### config.mk
export PLATFORM = sky130hd
export DESIGN_NAME = sync_hunt_rx
export DESIGN_NICKNAME = d
export VERILOG_FILES = /design/src/rtl/sync_hunt_pkg.sv /design/src/rtl/sync_hunt_shift.sv /design/src/rtl/sync_hunt_extract.sv /design/src/rtl/sync_hunt_cmp.sv /design/src/rtl/sync_hunt_parity.sv /design/src/rtl/sync_hunt_rx.sv
export SDC_FILE = /design/constraint.sdc
export NUM_CORES = 1
export LEC_CHECK = 0
export BUFFER_PORTS_ARGS = -buffer_cell sky130_fd_sc_hd__buf_2
export CAP_MARGIN = 40
export CORE_UTILIZATION = 43
export DETAILED_ROUTE_END_ITERATION = 16
export PLACE_DENSITY = 0.73
export SLEW_MARGIN = 20
export SYNTH_ARGS = -nofsm -noshare
export SYNTH_HDL_FRONTEND = slang
export SYNTH_SLANG_ARGS = --single-unit
### constraint.sdc
create_clock -name clk -period 3.2 [get_ports clk]
set_input_delay 0.64 -clock clk [delete_from_list [all_inputs] [get_ports clk]]
set_output_delay 0.64 -clock clk [all_outputs]
set_load 0.01 [all_outputs]
### src/rtl/sync_hunt_pkg.sv
package sync_hunt_pkg;
  typedef enum logic [1:0] {
    ST_HUNT  = 2'd0,
    ST_SYNC2 = 2'd1,
    ST_DATA  = 2'd2
  } hunt_state_e;
endpackage

### src/rtl/sync_hunt_shift.sv
module sync_hunt_shift #(
  parameter int WW = 9
) (
  input  logic          clk,
  input  logic          rst,
  input  logic          en,
  input  logic          bit_in,
  output logic [WW-1:0] win_nx
);
  logic [WW-1:0] win_q;

  // newest bit enters at the top, so older bits drift toward bit 0
  assign win_nx = {bit_in, win_q[WW-1:1]};

  always_ff @(posedge clk) begin
    if (rst) win_q <= '0;
    else if (en) win_q <= win_nx;
  end
endmodule

### src/rtl/sync_hunt_extract.sv
module sync_hunt_extract #(
  parameter int MIN_BITS = 5,
  parameter int LEN_W    = 2,
  parameter int DW       = 8,
  parameter int WW       = 9,
  parameter int CW       = 4
) (
  input  logic [WW-1:0]    win,
  input  logic [LEN_W-1:0] len_sel,
  input  logic             par_en,
  output logic [DW-1:0]    data,
  output logic             pbit,
  output logic [CW-1:0]    flen
);
  localparam int NLEN = 1 << LEN_W;

  logic [DW-1:0] cand [NLEN];

  for (genvar g = 0; g < NLEN; g++) begin : g_len
    localparam int L = MIN_BITS + g;
    // with parity the newest bit is parity and the data sit just below it
    assign cand[g] = par_en ? DW'(win[WW-2 -: L]) : DW'(win[WW-1 -: L]);
  end

  assign data = cand[len_sel];
  assign pbit = win[WW-1];
  assign flen = CW'(MIN_BITS) + CW'(len_sel) + CW'(par_en);
endmodule

### src/rtl/sync_hunt_cmp.sv
module sync_hunt_cmp #(
  parameter int MIN_BITS = 5,
  parameter int LEN_W    = 2,
  parameter int DW       = 8,
  parameter int NS       = 2
) (
  input  logic [DW-1:0]         data,
  input  logic [LEN_W-1:0]      len_sel,
  input  logic [NS-1:0][DW-1:0] pats,
  output logic [NS-1:0]         hit
);
  logic [DW-1:0] mask;

  always_comb begin
    for (int i = 0; i < DW; i++) mask[i] = (i < MIN_BITS + int'(len_sel));
  end

  for (genvar s = 0; s < NS; s++) begin : g_pat
    assign hit[s] = (data == (pats[s] & mask));
  end
endmodule

### src/rtl/sync_hunt_parity.sv
module sync_hunt_parity #(
  parameter int DW = 8
) (
  input  logic [DW-1:0] data,
  input  logic          pbit,
  input  logic          par_en,
  input  logic          par_odd,
  output logic          perr
);
  assign perr = par_en & ((^data ^ pbit) != par_odd);
endmodule

### src/rtl/sync_hunt_rx.sv
module sync_hunt_rx
  import sync_hunt_pkg::*;
#(
  parameter  int MIN_BITS = 5,
  parameter  int LEN_W    = 2,
  localparam int DW       = MIN_BITS + (1 << LEN_W) - 1
) (
  input  logic             clk,
  input  logic             rst,
  input  logic             bit_stb,
  input  logic             bit_in,
  input  logic [LEN_W-1:0] len_sel,
  input  logic             par_en,
  input  logic             par_odd,
  input  logic [DW-1:0]    sync_a,
  input  logic [DW-1:0]    sync_b,
  input  logic             two_sync,
  input  logic             ext_mode,
  input  logic             ext_sync,
  input  logic             hunt_cmd,
  input  logic             status_rd,
  output logic             sync_det,
  output logic [DW-1:0]    rx_char,
  output logic             rx_strobe,
  output logic             rx_perr
);
  localparam int WW = DW + 1;
  localparam int CW = $clog2(WW + 1);

  hunt_state_e     st_q;
  logic [CW-1:0]   cnt_q, fill_q, cnt_nx, fill_nx, flen;
  logic [WW-1:0]   win_nx;
  logic [DW-1:0]   data;
  logic            pbit, perr, take, frame_done, fill_ok;
  logic [1:0]      hit;
  logic [1:0][DW-1:0] pats;

  // a bit strobed together with a hunt command is dropped
  assign take = bit_stb & ~hunt_cmd;
  assign pats = {sync_b, sync_a};

  sync_hunt_shift #(.WW(WW)) u_shift (
    .clk(clk), .rst(rst | hunt_cmd), .en(take), .bit_in(bit_in), .win_nx(win_nx)
  );

  sync_hunt_extract #(
    .MIN_BITS(MIN_BITS), .LEN_W(LEN_W), .DW(DW), .WW(WW), .CW(CW)
  ) u_extract (
    .win(win_nx), .len_sel(len_sel), .par_en(par_en),
    .data(data), .pbit(pbit), .flen(flen)
  );

  sync_hunt_cmp #(
    .MIN_BITS(MIN_BITS), .LEN_W(LEN_W), .DW(DW), .NS(2)
  ) u_cmp (
    .data(data), .len_sel(len_sel), .pats(pats), .hit(hit)
  );

  sync_hunt_parity #(.DW(DW)) u_par (
    .data(data), .pbit(pbit), .par_en(par_en), .par_odd(par_odd), .perr(perr)
  );

  assign cnt_nx     = cnt_q + CW'(1);
  assign frame_done = (cnt_nx == flen);
  assign fill_nx    = (fill_q == CW'(WW)) ? fill_q : fill_q + CW'(1);
  assign fill_ok    = (fill_nx >= flen);

  always_ff @(posedge clk) begin
    if (rst) begin
      st_q      <= ST_HUNT;
      cnt_q     <= '0;
      fill_q    <= '0;
      sync_det  <= 1'b0;
      rx_char   <= '0;
      rx_strobe <= 1'b0;
      rx_perr   <= 1'b0;
    end else begin
      rx_strobe <= 1'b0;
      if (status_rd) sync_det <= 1'b0;
      if (hunt_cmd) begin
        st_q     <= ST_HUNT;
        cnt_q    <= '0;
        fill_q   <= '0;
        sync_det <= 1'b0;
      end else begin
        unique case (st_q)
          ST_HUNT: begin
            if (ext_mode) begin
              if (ext_sync) begin
                st_q     <= ST_DATA;
                cnt_q    <= '0;
                sync_det <= 1'b1;
              end
            end else if (take) begin
              fill_q <= fill_nx;
              if (fill_ok && hit[0]) begin
                cnt_q <= '0;
                if (two_sync) begin
                  st_q <= ST_SYNC2;
                end else begin
                  st_q     <= ST_DATA;
                  sync_det <= 1'b1;
                end
              end
            end
          end
          ST_SYNC2: begin
            if (take) begin
              if (frame_done) begin
                cnt_q <= '0;
                if (hit[1]) begin
                  st_q     <= ST_DATA;
                  sync_det <= 1'b1;
                end else begin
                  st_q <= ST_HUNT;
                end
              end else begin
                cnt_q <= cnt_nx;
              end
            end
          end
          ST_DATA: begin
            if (take) begin
              if (frame_done) begin
                cnt_q     <= '0;
                rx_strobe <= 1'b1;
                rx_char   <= data;
                rx_perr   <= perr;
              end else begin
                cnt_q <= cnt_nx;
              end
            end
          end
          default: st_q <= ST_HUNT;
        endcase
      end
    end
  end
endmodule

; Word-level counts from Yosys, hierarchy flattened
; Cells that the tools add are included.
[op_classes]
addsub = 5
n_lt_le_gt_ge = 10
eq_ne = 13
mux = 35
bitwise = 11
reduce_logical = 11
[ops]
columns = op, n
row1 = "4-bit by 32-bit less-than comparator with 1-bit output, first input constant", 4
row2 = "3-bit by 32-bit less-than comparator with 1-bit output, first input constant", 2
row3 = "2-bit by 32-bit less-than comparator with 1-bit output, first input constant", 1
row4 = 4-bit 2-to-1 mux, 7
row5 = 8-bit 2-to-1 mux, 3
row6 = 8-bit AND, 2
row7 = 8-bit binary-select mux with 2-bit select, 1
row8 = 8-bit equality test, 2
row9 = 2-bit 2-to-1 mux, 8
row10 = 1-bit 2-to-1 mux, 10
row11 = "3-bit inequality test, second input constant", 3
row12 = "3-bit by 2-bit adder with 4-bit output, first input constant", 2
row13 = "4-bit by 1-bit adder with 4-bit output, second input constant", 2
row14 = 4-bit one-hot mux with 2 select lines, 1
row15 = 8-bit XOR reduction, 1
row16 = 7-bit 2-to-1 mux, 1
row17 = 6-bit 2-to-1 mux, 1
row18 = 2-bit one-hot mux with 3 select lines, 1
row19 = 6-bit AND reduction, 1
row20 = 5-bit 2-to-1 mux, 1
row21 = 5-bit AND reduction, 1
row22 = 4-bit by 1-bit adder with 4-bit output, 1
row23 = 4-bit equality test, 1
row24 = "4-bit equality test, second input constant", 1
row25 = 21 further kinds, 27
[word_totals]
reg_bits = 30
inputBits = 29
out_inout_bits = 11
elab_cells = 93

; Longest topological paths before layout
; Gate-level depths: netlist of run 1.
[logic_depth]
ltp_word = 10
ltp_mapped = 15
depth_no_buf = 12

; Cells and area by module
; From an unflattened synthesis of run 1, not the netlist that was laid out.
[hier_totals]
hier_cells = 244
hier_area_um2 = 2203.4
[by_module_without_submodules]
columns = mod, instances, cells_each, area_per_inst_um2, seq_area_each_um2
row1 = sync_hunt_rx, 1, 141, 1243.7, 420.4
row2 = sync_hunt_extract, 1, 37, 316.6, 0.0
row3 = sync_hunt_shift, 1, 27, 292.8, 160.2
row4 = sync_hunt_cmp, 1, 30, 260.2, 0.0
row5 = sync_hunt_parity, 1, 9, 90.1, 0.0

; Least setup slack after synthesis of run 1
; No wires, ideal clock.
[synth_timing]
path_type = in2reg
startpoint = in len_sel[0]
endpoint = reg cnt_q[2]
setup_time_ns = 0.096
t_arrival_ns = 2.856
t_required_ns = 3.104
path_slack_ns = 0.248
stages = 14
path_buffers = 2
cell_sequence = buf_2 -> buf_2 -> inv_1 -> ha_1 -> inv_1 -> ha_1 -> inv_1 -> ha_1 -> nor2_1 -> nor3_1 -> o31ai_1 -> a2111oi_2 -> o21ai_2 -> o41ai_2
[synth_between]
elab_chain_len = 8
elab_cells_between_ends = 25
classes_between = add/sub (3) / order compare (9) / eq/ne (3) / mux (6) / bitwise (2) / reduce/logical (2)
[synth_rtl]
columns = element, line_no
row1 = "start, declared", sync_hunt_rx.sv:12  ; input logic [LEN_W-1:0] len_sel,
row2 = "parallel branches: the longest is 8 deep, another holds 2-bit by 32-bit less-than comparator with 1-bit output", n/a
row3 = "end signal, assigned", sync_hunt_rx.sv:118  ; cnt_q <= cnt_nx;
row4 = "end signal, assigned", sync_hunt_rx.sv:130  ; cnt_q <= cnt_nx;
row5 = "end, declared", sync_hunt_rx.sv:31  ; logic [CW-1:0] cnt_q, fill_q, cnt_nx, fill_nx, flen;
; Parallel ways; which one is timed is not known. The select of a mux whose other input is x is not followed.
; A chain may end at the register's enable or synchronous reset.

; Worst setup path after layout of run 1
; Same ends and word-level chain as after synthesis.

==> qor.txt, run 1 <==
post-synthesis sequential area ratio -> 0.240
CP startpoint -> len_sel[0]
hold_sp -> rx_char[7]
storage element area -> 581 um2
Worst slew margin -> 0.557
clock transition at the registers of the reported paths -> 0.07 ns
Setup Buffers After CTS -> 0
P&R area growth vs syn -> 15.8%
die area -> 5940 um2
Via Count -> 2222
synth unique cells -> 63
syn avg cell area -> 8.42 um2
RSZ-0062 raised after global routing -> no
post-synthesis cell area -> 2420 um2
area leader, netlist -> dfxtp_1
Avg WL per Cell -> 14.2 um
H-tree depth -> 2
R2R Path End -> cnt_q[2]
r2r setup slk -> 0.59 ns
post-synthesis register bit count -> 29
status -> finished clean
Design Area, Final -> 2810 um2
Final Setup Violations -> 0
setup ws final -> 0.393 ns
layout cells sized above 1 -> 0.219
Core Area -> 5270 um2
part of the power in registers -> 0.376
total CTS buffers -> 5
Power Dens Cells -> 347 nW/um2
Worst Reg-to-Reg Cells -> 10
CP required -> 3.39 ns
data arrival time at the worst-slack endpoint -> 3.00 ns
Clock power frac -> 0.353
# nets final -> 369
largest net degree at the start of global routing -> 17
most frequent cell after synthesis -> nor2_1
crit-path max FO -> 15
Worst Hold Depth -> 2
hold slack -> 0.469 ns
final WL -> 5680 um
first-pass GRT wire length -> 9600 um
worst min-delay path class -> flop to flop
root buffer cell -> clkbuf_8
Congestion Overflow GR -> 0
Post-Syn Nets -> 329
Synth top cells by count -> nor2_1 (36), dfxtp_1 (29), xor2_1 (25)
asr flop ratio synth -> 0
crit share post-route -> 0.877
dpl hpwl -> 4350 um
worst r2r src -> fill_q[0]
hold worst-path end -> rx_char[7]
clock latency on the worst-skew pair -> 0.29 ns
kind of critical path -> input port to flop
internal power -> 0.673 mW
GP Congestion -> 0.851
Antenna Nets Post-Route -> 0
achievable clock frequency -> 0.356 GHz
Switching Fraction -> 0.308
Comb power frac -> 0.270
vias in the first global route -> 2030
CTS tree -> built
Layout Cells excl Fill -> 399
Switch Pwr -> 0.300 mW
final setup TNS -> 0 ns
die extent in x -> 77.1 um
Max Cap Viol -> 0
Area contributors post-synth -> dfxtp_1 (24%), xor2_1 (9.0%), mux2i_1 (8.3%)
clk_skew -> 0.00461 ns
Port-buffer cells -> 39
placed instance area -> 2710 um2
Synth Warn # -> 0
peak supply drop -> 0.163 mV
top_reg_cell synth -> dfxtp_1
Critical Path Source Type -> input port
Synth Instances -> 288
cell row count -> 26
area of the multi-input gates -> 1710 um2
Initial Util -> 0.460
Tot GR Track Use -> 0.202
Die Span Y -> 77.1 um
Clock Sinks -> 29
ant diodes -> 0
fillers -> 483
Critical Path Sink Type -> flop
I/O Pins -> 40
drt drc -> 0
Fin. Hold Viols -> 0
Slew @ Worst Pin -> 0.662 ns
total power -> 0.973 mW
vias per cell -> 5.57
maximum clock path buffer count -> 2
Inst Count DP -> 391
Yosys top cell area share -> 0.240
initial antenna violation count -> 0
1st-iter DRT viols -> 219
Final Slew Violations -> 0
min Tclk post-route -> 2.81 ns
drt first pass iters -> 4
static leakage -> 1.17 nW
number of enable flip-flop cells after synthesis -> 0
Gates resized, CTS repair -> 0
Finished Core Util -> 0.533
post-place setup slack -> 0.101 ns
hold-fix buffers at CTS -> 0
## power by group through the flow
stage	Clock (mW)	Sequential [mW]	Combinational [mW]
finish	0.343	0.366	0.263
global placement	0	0.374	0.257
global route	0.361	0.366	0.292
detailed placement	0	0.374	0.260
floorplan	0	0.373	0.191
CTS	0.346	0.366	0.263
## layout by cell type (no fill, tap or decap), types with 3 or more instances in the layout
cell        n
buf_2      39
nor2_1     36
dfxtp_1    29
xor2_1     25
mux2i_1    20
inv_1      15
ha_1       12
xnor2_1    11
buf_4      10
nand2_1     9
a21oi_1     7
or3_1       7
o21ai_0     7
clkbuf_8    7
nand3_1     6
nand3b_1    5
nand4_1     5
a211oi_1    5
o2111ai_1   5
nand2b_1    4
a21o_1      4
o211ai_1    4
a22oi_1     4
and2_1      3
o221ai_2    3
nor3_1      3
a31oi_1     3
## kinds of logic after synthesis
group,count (synthesis),synth area share
and+or+nand+nor,93,0.198
buffers and inverters,31,0.0547
muxes,22,0.0929
adders and majority gates,12,0.0619
DFF,29,0.240
xor gates and xnor gates,37,0.137
AOI/OAI and AO/OA,64,0.216
## sequential cells by signal, indices dropped and copies added, names as in the netlist
signal         count
st_q               2
sync_det           1
rx_char            8
u_shift.win_q      8
cnt_q              4
rx_perr            1
fill_q             4
rx_strobe          1
## worst max path at each step
stage,endpoint,slack (ns)
floorplan,cnt_q[2],0.25
global placement,cnt_q[2],0.18
detailed placement,cnt_q[2],0.10
CTS,cnt_q[2],0.39
global route,cnt_q[2],0.16
finish,cnt_q[2],0.39
## metal layers
metal | vias to the layer above | routed length (um) | share of wire | track usage
met5 | - | 0 | 0 | 0
met4 | 0 | 65 | 0.011 | 0.0623
met3 | 7 | 356 | 0.063 | 0.0500
met2 | 60 | 2510 | 0.44 | 0.317
met1 | 1031 | 2750 | 0.48 | 0.271
li1 | 1124 | - | - | -
## worst max-delay path, cell delays in order
cell and delay, ns:
buf_2 0.25, inv_1 0.10, ha_1 0.20, inv_1 0.05, ha_1 0.19, inv_1 0.06, ha_1 0.28, nor2_1 0.04
nor3_1 0.12, o31ai_1 0.13, a2111oi_2 0.46, o21ai_2 0.18, o41ai_2 0.29
## final cells by class
cell class / count / area share
multi-input combinational: 228 / 0.609
inverter: 15 / 0.0201
timing repair buffer: 49 / 0.0963
sequential: 29 / 0.207
clock buffer: 7 / 0.0343
tap: 70 / 0.0312
clock inverter: 1 / 0.00178
No activity file was read; power rests on OpenSTA's default activity.
==> run 2, diff against run 1 <==
==> constraint.sdc (replaced) <==
create_clock -name clk -period 3.2 [get_ports clk]
set_input_delay 0.48 -clock clk [delete_from_list [all_inputs] [get_ports clk]]
set_output_delay 0.48 -clock clk [all_outputs]
set_load 0.01 [all_outputs]
==> run 2 against run 1 <==
Effect of this change:
- sequential power hardly changed
- register-to-register slack hardly changed
- die area stayed put
- critical path type unchanged
==> qor.txt, run 2 (same netlist as run 1, synthesis figures left out) <==
worst min-delay path class -> flop to flop
Power Dens Cells -> 349 nW/um2
Clock power frac -> 0.358
data arrival time at the worst-slack endpoint -> 2.84 ns
crit share post-route -> 0.828
CTS tree -> built
Slowest-stage cell, CP -> a2111oi_2
achievable clock frequency -> 0.377 GHz
fillers -> 518
Die Span Y -> 77.1 um
Layout Cells excl Fill -> 396
Core Area -> 5270 um2
final setup TNS -> 0 ns
Port-buffer cells -> 39
setup ws final -> 0.549 ns
1st-iter DRT viols -> 178
most common cell after layout, fill and taps aside -> buf_2
peak supply drop -> 0.161 mV
RSZ-0062 raised after global routing -> no
ant diodes -> 0
Worst slew margin -> 0.547
biggest regs -> rx_char (8), u_shift.win_q (8)
first-pass GRT wire length -> 9860 um
CP required -> 3.39 ns
I/O Pins -> 40
r2r setup slk -> 0.59 ns
H-tree depth -> 2
die area -> 5940 um2
vias in the first global route -> 2129
Comb power frac -> 0.265
min Tclk post-route -> 2.65 ns
vias per cell -> 5.62
Switch Pwr -> 0.301 mW
Max Cap Viol -> 0
P&R area growth vs syn -> 14.9%
die extent in x -> 77.1 um
Worst Hold Depth -> 2
CP Cell Sequence -> buf_2 -> inv_1 -> ha_1 -> inv_1 -> ha_1 -> inv_1 -> ha_1 -> nor2_1 -> nor3_1 -> o31ai_1 -> a2111oi_2 -> o21ai_2 -> o41ai_2
dpl hpwl -> 4350 um
most frequent cells in the layout -> buf_2 (39), nor2_1 (36), dfxtp_1 (29)
Antenna Nets Post-Route -> 0
placed instance area -> 2680 um2
clk_skew -> 0.00929 ns
Gates resized, CTS repair -> 0
post-place setup slack -> 0.261 ns
initial antenna violation count -> 0
root buffer cell -> clkbuf_8
internal power -> 0.669 mW
Initial Util -> 0.460
Clock Sinks -> 29
GP Congestion -> 0.856
Final Slew Violations -> 0
Congestion Overflow GR -> 0
hold-fix buffers at CTS -> 0
worst r2r src -> fill_q[0]
Slew @ Worst Pin -> 0.678 ns
Avg WL per Cell -> 14.4 um
Design Area, Final -> 2780 um2
R2R Path End -> cnt_q[2]
Setup Buffers After CTS -> 0
clock transition at the registers of the reported paths -> 0.07 ns
Critical Path Source Type -> input port
crit-path max FO -> 12
part of the power in registers -> 0.377
Fin. Hold Viols -> 0
Tot GR Track Use -> 0.208
Worst Reg-to-Reg Cells -> 10
CP peak stage delay -> 0.47 ns
largest net degree at the start of global routing -> 17
status -> finished clean
Via Count -> 2224
Critical Path Sink Type -> flop
maximum clock path buffer count -> 2
final WL -> 5680 um
Inst Count DP -> 388
total CTS buffers -> 5
cell row count -> 26
kind of critical path -> input port to flop
layout cells sized above 1 -> 0.212
CP startpoint -> len_sel[0]
# nets final -> 366
static leakage -> 1.15 nW
clock latency on the worst-skew pair -> 0.29 ns
Final Setup Violations -> 0
Switching Fraction -> 0.311
drt drc -> 0
drt first pass iters -> 4
CP endpoint -> cnt_q[2]
run 2: area by class of cell:
cell class / count / area [um2] / share of cell area
inverter: 15 / 56.3 / 0.0202
multi-input combinational: 228 / 1710 / 0.614
sequential: 29 / 581 / 0.209
clock buffer: 7 / 96.3 / 0.0346
timing repair buffer: 46 / 248 / 0.0890
clock inverter: 1 / 5.00 / 0.00180
tap: 70 / 87.6 / 0.0315
run 2: metrics by stage:
step | hold slack (ns) | utilization | total power, mW
6_report | 0.474 | 0.528 | 0.970
5_1_grt | 0.504 | 0.528 | 1.02
4_1_cts | 0.474 | 0.528 | 0.976
3_5_place_dp | 0.463 | 0.509 | 0.628
3_3_place_gp | 0.452 | 0.509 | 0.625
2_1_floorplan | 0.451 | - | 0.564
run 2: layer usage:
layer,vias up,wire (um),part of all wire,global-route usage
li1,1124,-,-,-
met1,1022,2680,0.47,0.276
met2,67,2460,0.43,0.320
met3,11,413,0.073,0.0512
met4,0,125,0.022,0.0830
met5,-,0,0,0
run 2: critical path: cells and delay by family:
kind | cells | cell delay, ns
adders and majority gates | 3 | 0.68
buffers and inverters | 4 | 0.42
and+or+nand+nor | 2 | 0.16
AOI/OAI and AO/OA | 4 | 1.08
run 2: worst min path at each step:
| stage | from | slack [ns] | end |
|---|---|---|---|
| after floorplan | u_shift.win_q[1] | 0.45 | u_shift.win_q[1] |
| after CTS | rx_char[7] | 0.47 | rx_char[7] |
| final | rx_char[7] | 0.47 | rx_char[7] |
| after global placement | rx_char[7] | 0.45 | rx_char[7] |
| after global routing | rx_perr | 0.50 | rx_perr |
| after detailed placement | rx_char[7] | 0.46 | rx_char[7] |
run 2: power by group through the flow:
stage | clock, mW | combinational (mW) | sequential [mW]
after detailed placement | 0 | 0.254 | 0.374
after global placement | 0 | 0.251 | 0.374
final | 0.347 | 0.257 | 0.366
after CTS | 0.355 | 0.256 | 0.366
after global routing | 0.366 | 0.285 | 0.366
after floorplan | 0 | 0.191 | 0.373
==> run 3, diff against run 2 <==
- PLACE_DENSITY: 0.73 -> 0.75
- clock period: 3.2 -> 2.1 ns (I/O delays scaled with it)
==> run 3 against run 2 <==
Effect of this change:
- the run now ends with setup timing left
- sequential cell count stayed put
- non-clock buffer count is 53 higher
- clock-buffer cell count fell by 1
- clock power grew 32%
- core utilization up 9.6 points
- setup slack worse by 0.85 ns
- via count increased by 9.7%
- routed wire length is 12% higher
- critical path depth decreased by 1
- die area stayed put
- critical path type is now flop to flop
==> qor.txt, run 3 (same netlist as run 1, synthesis figures left out) <==
status -> complete, but fails checks
failing checks -> setup timing
Inst Count DP -> 438
CP required -> 2.32 ns
Final Slew Violations -> 0
Final Setup Violations -> 7
Clock power frac -> 0.304
I/O Pins -> 40
Slowest-stage cell, CP -> or4b_1
total power -> 1.50 mW
CP peak stage delay -> 0.48 ns
most common cell after layout, fill and taps aside -> buf_4
crit-path max FO -> 5
1st-iter DRT viols -> 153
clk_skew -> 0.00581 ns
Tot GR Track Use -> 0.226
GRT met3 Usage -> 0.0452
die area -> 5940 um2
maximum clock path buffer count -> 2
grt met2 use -> 0.391
Max Cap Viol -> 0
Avg WL per Cell -> 14.1 um
final setup TNS -> -1.70 ns
Port-buffer cells -> 39
met1 GRT Util -> 0.282
Clock Sinks -> 29
most frequent cells in the layout -> buf_4 (60), buf_2 (37), nor2_1 (35)
Fin. Hold Viols -> 0
clock latency on the worst-skew pair -> 0.29 ns
part of the power in registers -> 0.370
min Tclk post-route -> 2.40 ns
kind of critical path -> flop to flop
final WL -> 6350 um
crit share post-route -> 1.14
vias in the first global route -> 2385
Finished Core Util -> 0.624
Layout Cells excl Fill -> 449
dpl hpwl -> 4950 um
Power Dens Cells -> 457 nW/um2
fillers -> 449
first-pass GRT wire length -> 10700 um
P&R area growth vs syn -> 35.7%
initial antenna violation count -> 0
Congestion Overflow GR -> 0
Via Count -> 2440
data arrival time at the worst-slack endpoint -> 2.62 ns
H-tree depth -> 2
# nets final -> 419
drt first pass iters -> 4
RSZ-0062 raised after global routing -> yes
biggest regs -> rx_char (8), u_shift.win_q (8)
achievable clock frequency -> 0.417 GHz
static leakage -> 1.42 nW
vias per cell -> 5.43
cell row count -> 26
setup ws final -> -0.300 ns
Antenna Nets Post-Route -> 0
clock transition at the registers of the reported paths -> 0.07 ns
internal power -> 1.02 mW
Core Area -> 5270 um2
Comb power frac -> 0.325
CP Cell Sequence -> inv_2 -> ha_4 -> nand3b_1 -> nor2_1 -> a21oi_2 -> ha_4 -> o21ai_2 -> a21oi_2 -> o31ai_2 -> nand3b_1 -> or4b_1 -> a21oi_1
total CTS buffers -> 5
Critical Path Source Type -> flop
Initial Util -> 0.460
largest net degree at the start of global routing -> 17
peak supply drop -> 0.341 mV
layout cells sized above 1 -> 0.383
worst min-delay path class -> input port to flop
Switching Fraction -> 0.322
Die Span Y -> 77.1 um
GP Congestion -> 0.951
hold-fix buffers at CTS -> 0
drt drc -> 0
GR peak layer -> met2
Critical Path Sink Type -> flop
CTS tree -> built
ant diodes -> 0
die extent in x -> 77.1 um
Worst slew margin -> 0.598
Switch Pwr -> 0.483 mW
root buffer cell -> clkbuf_8
Slew @ Worst Pin -> 0.600 ns
## run 3: cell count changes in the layout (fill, tap and decap cells not counted), moves of 3 or more
cell	delta
buf_4	+53
inv_1	-5
dfxtp_1	-4
dfxtp_2	+4
ha_1	-4
ha_4	+4
inv_2	+3
o21ai_0	-3
## run 3: worst paths after layout
kind / startpoint / to / slack [ns] / depth (start not counted)
max: fill_q[1] / sync_det / -0.30 / 12
min: two_sync / st_q[0] / 0.34 / 3
max reg2reg: fill_q[1] / sync_det / -0.30 / 12
min reg2reg: st_q[0] / st_q[0] / 0.48 / 2
## run 3: final cells by class
type	count	area (um2)	share of cell area
Clock inverter	2	10.0	0.00304
Multi-Input combinational cell	228	1810	0.550
Timing Repair Buffer	99	663	0.202
Sequential cell	29	586	0.178
Tap cell	70	87.6	0.0266
Inverter	15	61.3	0.0186
Clock buffer	6	72.6	0.0221
## run 3: critical path, delay by kind of cell (launching register included)
kind / cells / cell delay, ns
buffers and inverters: 1 / 0.06
AOI/OAI and AO/OA: 5 / 0.45
DFF: 1 / 0.32
and+or+nand+nor: 4 / 1.08
adders and majority gates: 2 / 0.41
## run 3: metrics by stage
step	setup slack, ns	area (um2)	hold WS (ns)
floorplan	-0.364	2510	0.451
global placement	-0.443	3130	0.458
detailed placement	-0.476	3130	0.465
CTS	-0.305	3270	0.332
global route	-0.486	3290	0.358
finish	-0.300	3290	0.342
## run 3: power by group through the flow
stage / Sequential (mW) / Clock (mW) / Combinational [mW]
6_report: 0.556 / 0.457 / 0.488
5_1_grt: 0.556 / 0.488 / 0.535
4_1_cts: 0.556 / 0.464 / 0.481
3_5_place_dp: 0.568 / 0 / 0.469
3_3_place_gp: 0.568 / 0 / 0.454
2_1_floorplan: 0.568 / 0 / 0.307
## run 3: timing repair
action                     4_1_cts  5_1_grt
setup endpoints to repair       10       16
resized for setup               11        7
setup buffers                    3        0
pin swaps                       10        6
## run 3: metal layers
layer | up-vias | wire length (um)
met2 | 86 | 3030
met1 | 1120 | 2910
met5 | - | 0
met4 | 0 | 55
met3 | 5 | 352
li1 | 1229 | -
